[src/rtl/clock_divider_pkg.sv]
package clock_divider_pkg;

    localparam int CTL_W = 8;

    localparam int CTL_MODE    = 0;
    localparam int CTL_TEST    = 1;
    localparam int CTL_BASE_EN = 2;
    localparam int CTL_DIV_EN  = 3;

    localparam logic SEL_DIVIDE  = 1'b0;
    localparam logic SEL_CONTROL = 1'b1;

    typedef enum logic [1:0] {
        ST_PULSE   = 2'd0,
        ST_SQ_HIGH = 2'd1,
        ST_SQ_LOW  = 2'd2
    } div_state_e;

endpackage

[src/rtl/clock_divider_cfg.sv]
module clock_divider_cfg
    import clock_divider_pkg::*;
#(
    parameter int DIV_W = 8
) (
    input  logic             clk,
    input  logic             rst_n,
    input  logic             wr_en,
    input  logic             wr_sel,
    input  logic [CTL_W-1:0] wr_data,
    output logic [DIV_W-1:0] pend_n,
    output logic             pend_mode,
    output logic             base_en,
    output logic             div_en
);

    // Test bit and upper nibble carry no function
    logic unused_ctl_bits;
    assign unused_ctl_bits = ^{wr_data[CTL_W-1:4], wr_data[CTL_TEST]};

    always_ff @(posedge clk or negedge rst_n) begin
        if (!rst_n) begin
            pend_n    <= '0;
            pend_mode <= 1'b0;
            base_en   <= 1'b1;
            div_en    <= 1'b1;
        end else if (wr_en) begin
            if (wr_sel == SEL_DIVIDE) begin
                pend_n <= wr_data[DIV_W-1:0];
            end else begin
                pend_mode <= wr_data[CTL_MODE];
                base_en   <= wr_data[CTL_BASE_EN];
                div_en    <= wr_data[CTL_DIV_EN];
            end
        end
    end

endmodule

[src/rtl/clock_divider_seq.sv]
module clock_divider_seq
    import clock_divider_pkg::*;
#(
    parameter int DIV_W = 8
) (
    input  logic             clk,
    input  logic             rst_n,
    input  logic [DIV_W-1:0] pend_n,
    input  logic             pend_mode,
    output div_state_e       state,
    output logic [DIV_W-1:0] count,
    output logic [DIV_W-1:0] act_n,
    output logic             next_high,
    output logic             next_low
);

    div_state_e       state_d;
    logic [DIV_W-1:0] count_d;
    logic [DIV_W-1:0] act_n_d;
    logic             expiry;

    assign expiry = (count == '0);

    // State register
    always_ff @(posedge clk or negedge rst_n) begin
        if (!rst_n) begin
            state <= ST_PULSE;
            count <= '0;
            act_n <= '0;
        end else begin
            state <= state_d;
            count <= count_d;
            act_n <= act_n_d;
        end
    end

    // Transitions: reload at period end, half-turn inside a square period
    always_comb begin
        state_d = state;
        count_d = count - 1'b1;
        act_n_d = act_n;
        if (expiry) begin
            unique case (state)
                ST_SQ_HIGH: begin
                    state_d = ST_SQ_LOW;
                    count_d = act_n;
                end
                ST_PULSE, ST_SQ_LOW: begin
                    act_n_d = pend_n;
                    count_d = pend_n;
                    state_d = pend_mode ? ST_SQ_HIGH : ST_PULSE;
                end
                default: begin
                    state_d = ST_PULSE;
                    count_d = '0;
                end
            endcase
        end
    end

    // Outputs: phase levels for the coming base cycle
    always_comb begin
        next_high = 1'b0;
        next_low  = 1'b0;
        unique case (state_d)
            ST_PULSE: begin
                next_high = (count_d == '0);
                next_low  = 1'b0;
            end
            ST_SQ_HIGH: begin
                next_high = 1'b1;
                next_low  = 1'b1;
            end
            ST_SQ_LOW: begin
                next_high = 1'b0;
                next_low  = 1'b0;
            end
            default: begin
                next_high = 1'b0;
                next_low  = 1'b0;
            end
        endcase
    end

endmodule

[src/rtl/clock_divider_gate.sv]
module clock_divider_gate (
    input  logic clk,
    input  logic rst_n,
    input  logic div_en,
    input  logic base_en,
    input  logic next_high,
    input  logic next_low,
    output logic div_out,
    output logic base_out
);

    logic hi_q;
    logic lo_q;
    logic base_q;

    // High-phase levels settle while clk is low
    always_ff @(negedge clk or negedge rst_n) begin
        if (!rst_n) begin
            hi_q   <= 1'b0;
            base_q <= 1'b0;
        end else begin
            hi_q   <= div_en & next_high;
            base_q <= base_en;
        end
    end

    // Low-phase level settles while clk is high
    always_ff @(posedge clk or negedge rst_n) begin
        if (!rst_n) begin
            lo_q <= 1'b0;
        end else begin
            lo_q <= div_en & next_low;
        end
    end

    assign div_out  = clk ? hi_q : lo_q;
    assign base_out = clk & base_q;

endmodule

[src/rtl/clock_divider.sv]
module clock_divider
    import clock_divider_pkg::*;
#(
    parameter int DIV_W = 8
) (
    input  logic             clk,
    input  logic             rst_n,
    input  logic             wr_en,
    input  logic             wr_sel,
    input  logic [CTL_W-1:0] wr_data,
    output logic             base_out,
    output logic             div_out
);

    logic [DIV_W-1:0] pend_n;
    logic             pend_mode;
    logic             base_en;
    logic             div_en;
    div_state_e       seq_state;
    logic [DIV_W-1:0] seq_count;
    logic [DIV_W-1:0] seq_act_n;
    logic             next_high;
    logic             next_low;

    clock_divider_cfg #(.DIV_W(DIV_W)) u_cfg (
        .clk       (clk),
        .rst_n     (rst_n),
        .wr_en     (wr_en),
        .wr_sel    (wr_sel),
        .wr_data   (wr_data),
        .pend_n    (pend_n),
        .pend_mode (pend_mode),
        .base_en   (base_en),
        .div_en    (div_en)
    );

    clock_divider_seq #(.DIV_W(DIV_W)) u_seq (
        .clk       (clk),
        .rst_n     (rst_n),
        .pend_n    (pend_n),
        .pend_mode (pend_mode),
        .state     (seq_state),
        .count     (seq_count),
        .act_n     (seq_act_n),
        .next_high (next_high),
        .next_low  (next_low)
    );

    clock_divider_gate u_gate (
        .clk       (clk),
        .rst_n     (rst_n),
        .div_en    (div_en),
        .base_en   (base_en),
        .next_high (next_high),
        .next_low  (next_low),
        .div_out   (div_out),
        .base_out  (base_out)
    );

endmodule

[config.mk]
export PLATFORM = sky130hd
export DESIGN_NAME = clock_divider
export DESIGN_NICKNAME = d
export VERILOG_FILES = /design/src/rtl/clock_divider_pkg.sv /design/src/rtl/clock_divider_cfg.sv /design/src/rtl/clock_divider_seq.sv /design/src/rtl/clock_divider_gate.sv /design/src/rtl/clock_divider.sv
export SDC_FILE = /design/constraint.sdc
export NUM_CORES = 1
export LEC_CHECK = 0
export BUFFER_PORTS_ARGS = -buffer_cell sky130_fd_sc_hd__buf_2
export CAP_MARGIN = 20
export CORE_MARGIN = 2
export CORE_UTILIZATION = 52
export CTS_CLUSTER_DIAMETER = 150
export DETAILED_ROUTE_END_ITERATION = 16
export HOLD_SLACK_MARGIN = 0.12
export PLACE_DENSITY = 0.74
export SETUP_SLACK_MARGIN = 0.15
export SYNTH_ARGS = -nofsm -noshare
export SYNTH_HDL_FRONTEND = slang
export SYNTH_SLANG_ARGS = --single-unit
[constraint.sdc]
create_clock -name clk -period 2 [get_ports clk]
set_input_delay 0.3 -clock clk [delete_from_list [all_inputs] [get_ports clk]]
set_output_delay 0.3 -clock clk [all_outputs]
set_load 0.1 [all_outputs]
# [After elaboration in Yosys (flattened, before gate mapping)]
# Index checks and enable logic that the tools add are counted.
[classes] muxes=8 eq_ne=3 bitwise_logic=4 reduce_logical=8 add_sub_neg=1
[ops] cell="$logic_not 8->1" count=2
[ops] cell="$pmux 8 s2" count=1
[ops] cell="$mux 8" count=1
[ops] cell="$sub 8x1->8 const B" count=1
[ops] cell="$reduce_and 2->1" count=3
[ops] cell="$eq 2x1->1 const B" count=2
[ops] cell="$logic_not 2->1" count=2
[ops] cell="$pmux 2 s2" count=1
[ops] cell="$and 1x1->1" count=3
[ops] cell="$mux 1" count=3
[ops] cell="$eq 2x2->1 const B" count=1
[ops] cell="$mux 2" count=1
[ops] cell="$pmux 1 s2" count=1
[ops] cell="$reduce_or 2->1" count=1
[ops] cell="$not 1->1" count=1
[word_totals] wordCells=34 out_inout_bits=2 regBits=32 in_bits=12

# [Longest topological paths before layout]
[depth] word_depth=7 depth_mapped=8 depth_no_buf=7

# [Hierarchy]
# Synthesis repeated with hierarchy kept, for this count alone.
[unflattened] cells_unflattened=128 hier_area_um2=1576.5
[modules_own_cells] module="clock_divider_seq" cells_each=96 n_inst=1 area_per_inst_um2=1006.0
[modules_own_cells] module="clock_divider_cfg" cells_each=25 n_inst=1 area_per_inst_um2=460.4
[modules_own_cells] module="clock_divider_gate" cells_each=7 n_inst=1 area_per_inst_um2=110.1

==> impl_metrics.py <==
metrics = {
    "grt": {
        "grt_max_degree": 18,
        "overflow": 0,
        "grt_first_pass_wirelength_um": 8850,
        "grt_usage_pct": 37.3,
        "grt_pass1_vias": 1727,
        "grt_antenna_before_repair": 0,
    },
    "floorplan": {
        "die_height_um": 58.8,
        "die_w_um": 58.8,
        "rows": 19,
        "pin_count": 14,
        "initial_utilization_pct": 55.6,
        "dieArea_um2": 3450,
        "coreArea_um2": 2810,
    },
    "power": {
        "share_seq_of_total_power_pct": 27.2,
        "p_comb_share_pct": 46.0,
        "p_sw_share_pct": 38.8,
        "power.leakage_nw": 1.14,
        "power_switching_mw": 1.57,
        "clkPwrFrac_pct": 26.7,
        "power_density_nw_per_um2": 1670,
        "internal-power_mw": 2.47,
        "peakVddDrop_mv": 1.07,
    },
    "finish": {
        "utilization_pct": 86.1,
        "diodes": 0,
        "stdcell_area_um2": 2420,
        "final_cells": 241,
        "drive_gt1_share_pct": 59.0,
        "synthToLayoutAreaGrowth_pct": 54.9,
        "nets": 221,
    },
    "routing": {
        "drt_iter0_markers": 151,
        "drc": 0,
        "post_drt_via_cell_ratio": 6.53,
        "drt-wirelength-per-cell_um": 23.5,
        "firstDrtPassIters": 4,
        "num_vias": 1574,
        "ant_nets": 0,
        "wirelength_um": 5670,
    },
    "synth": {
        "ys_ff_latch": 32,
        "ys_seq_area_share_pct": 51.5,
        "ys_warn_count": 0,
        "avgSynthCellArea_um2": 12.2,
        "netlist_instances": 128,
        "synth_area_um2": 1560,
        "ys.flop_type": "dfrtp_1",
        "syn_nets": 141,
        "ys_async_sr_fraction_pct": 100,
        "synth_cell_types": 42,
        "synth_area_leaders": "dfrtp_1 (45%), mux2_2 (16%), dfstp_2 (3.4%)",
        "yosysTopAreaCellShare_pct": 44.9,
        "synth_top_cell_by_area": "dfrtp_1",
        "synth_edf_count": 0,
    },
    "place": {
        "port_buffers": 13,
        "post_dp_cell_area_um2": 2040,
        "place_inst": 215,
        "hpwl_um": 2840,
        "place.gp.congestion": 0.918,
    },
    "critical_path": {
        "cp_data_required_time_ns": 1.49,
        "slowest_stage": "or4_4",
        "ff2ff_path_depth": 5,
        "worst-path-buf-inv": 0,
        "cp-start-kind": "register",
        "crit_type": "register to register",
        "worstSetupEndpoint": "u_gate.hi_q$_DFF_NN0_",
        "path_cells": "or4_4, or4_1, a22o_1, nor4b_2, a41o_1",
        "cp.arrival_ns": 2.59,
        "path_max_fanout": 4,
        "cp_num_cells": 5,
        "r2r-end": "u_gate.hi_q$_DFF_NN0_",
        "crit_path_end_kind": "register",
        "r2r_start": "u_seq.count[3]$_DFF_PN0_",
        "r2r_slack_ns": -1.11,
        "crit_family": "simple AND/OR/NAND/NOR gates",
        "startpoint": "u_seq.count[3]$_DFF_PN0_",
        "max_stage_delay_ns": 0.56,
    },
    "run": {
        "max-cap-violations": 0,
    },
    "sta": {
        "finalSetupViolCount": 9,
        "holdWs_ns": 0.234,
        "hold_viol_final": 0,
        "slew_violations": 0,
        "clock_skew_ns": 0.00971,
        "rsz0062_at_grt": "yes",
        "maxSlewHeadroom_pct": 76.7,
        "worst_slack_ns": -1.11,
        "worst_pin_slew_ns": 0.347,
    },
    "outcome": {
        "status": "complete, but fails checks",
        "failed_checks": "setup timing",
    },
    "worst_hold_path": {
        "min_path_type": "input pin to async pin",
    },
    "clocking": {
        "cts_tree": "yes",
        "clk_latency_ns": 0.46,
        "clk_pin_slew_ns": 0.11,
    },
}
## repair_timing
action | 4_1_cts | 5_1_grt
hold buffers | 9 | 0
buffers inserted | 3 | 1
endpoints found under the hold margin | 41 | 0
gates resized for setup | 15 | 11
endpoints found under the setup margin | 13 | 17
cloned | 0 | 0
pin swaps | 6 | 5
## cells by family (layout without fill, tap and decap cells)
logic type               after synthesis  in the layout  synth area share (%)
AO/OA/AOI/OAI                         31             31                  14.8
XOR/XNOR                               1              1                 0.561
AND/OR/NAND/NOR                       32             32                  13.5
adder cells (fa/ha/maj)                1              1                 0.802
buffers and inverters                  9             91                  3.05
flip-flops                            32             32                  51.5
multiplexers                          22             22                  15.9
## metrics by stage
| stage | total power, mW | setup slack, ns | TNS [ns] |
|---|---|---|---|
| 2_1_floorplan | 2.01 | -1.01 | -1.01 |
| 3_3_place_gp | 2.70 | -1.01 | -1.48 |
| 3_5_place_dp | 2.77 | -1.06 | -1.56 |
| 4_1_cts | 3.75 | -1.04 | -2.08 |
| 5_1_grt | 4.20 | -1.18 | -2.64 |
| 6_report | 4.05 | -1.11 | -2.15 |
## state kept, by name (all words and copies together) (netlist names)
register,flops
u_seq.act_n,8
u_gate.lo_q,1
u_seq.count,8
u_cfg.base_en,1
u_cfg.pend_mode,1
u_cfg.div_en,1
u_cfg.pend_n,8
u_seq.state,2
u_gate.base_q,1
u_gate.hi_q,1
## power by group through the flow
stage | logic, mW | clock network (mW) | registers [mW]
after detailed placement | 1.48 | 0.215 | 1.08
after floorplan | 0.755 | 0.201 | 1.06
final | 1.86 | 1.08 | 1.10
after global placement | 1.42 | 0.215 | 1.06
after CTS | 1.59 | 1.08 | 1.07
after global routing | 1.96 | 1.12 | 1.12
## cell type report
cell class / count / area (um^2)
repair buffers: 71 / 547
inverters: 5 / 18.8
clock buffers: 13 / 135
clock inverters: 2 / 47.5
fillers: 115 / 389
multi-input cells: 87 / 823
flip-flops and latches: 32 / 806
well taps: 31 / 38.8
## worst min-delay path by stage
| stage | endpoint | slack, ns |
|---|---|---|
| global placement | u_cfg.pend_mode$_DFFE_PN0P_ | 0.18 |
| detailed placement | u_seq.act_n[3]$_DFFE_PN0P_ | 0.19 |
| finish | u_cfg.pend_n[2]$_DFFE_PN0P_ | 0.23 |
| CTS | u_seq.act_n[3]$_DFFE_PN0P_ | 0.23 |
| global route | u_seq.act_n[3]$_DFFE_PN0P_ | 0.27 |
| floorplan | u_cfg.pend_mode$_DFFE_PN0P_ | 0.004 |
## cells in the mapped netlist (2+ instances only)
cell type / count
nand2_1: 10
o21ai_0: 5
a221oi_1: 3
clkbuf_1: 2
or4_4: 2
nor3b_1: 2
inv_1: 4
o31ai_1: 2
dfrtn_1: 2
dfstp_2: 2
dfrtp_1: 28
a311oi_1: 2
a22oi_1: 3
mux2_2: 22
a211oi_1: 2
nor2_1: 2
a21o_1: 2
a21oi_1: 5
nor3_1: 5
## metal layers
layer / global-route usage (%) / share of wire [%]
met2: 58.1 / 49
met3: 15.2 / 9.6
met5: 0 / 0
met4: 26.0 / 6.3
met1: 41.3 / 35
## worst register-to-register path, delay by kind of cell, from the launching register on
| kind | cells | cell delay [ns] |
|---|---|---|
| AND/OR/NAND/NOR | 3 | 1.26 |
| AO/OA/AOI/OAI | 2 | 0.46 |
| flip-flops | 1 | 0.42 |
## cells in the final DEF, fill, tap and decap left out, types with 2 or more instances in the layout
master,count
buf_4,46
mux2_2,13
o31ai_1,2
nand2_1,10
nor3_1,5
a22oi_1,3
a311oi_1,2
inv_2,2
dlygate4sd3_1,9
buf_12,2
a211oi_1,2
a21o_1,2
a21oi_1,4
inv_1,2
nor2_1,2
dfrtp_2,2
a221oi_4,2
o21ai_0,5
clkbuf_8,2
dfrtn_1,2
buf_6,5
dfrtp_1,26
clkbuf_4,9
or4_4,2
mux2_4,9
buf_2,11
dfstp_2,2
(Power assumes the default switching activity.)
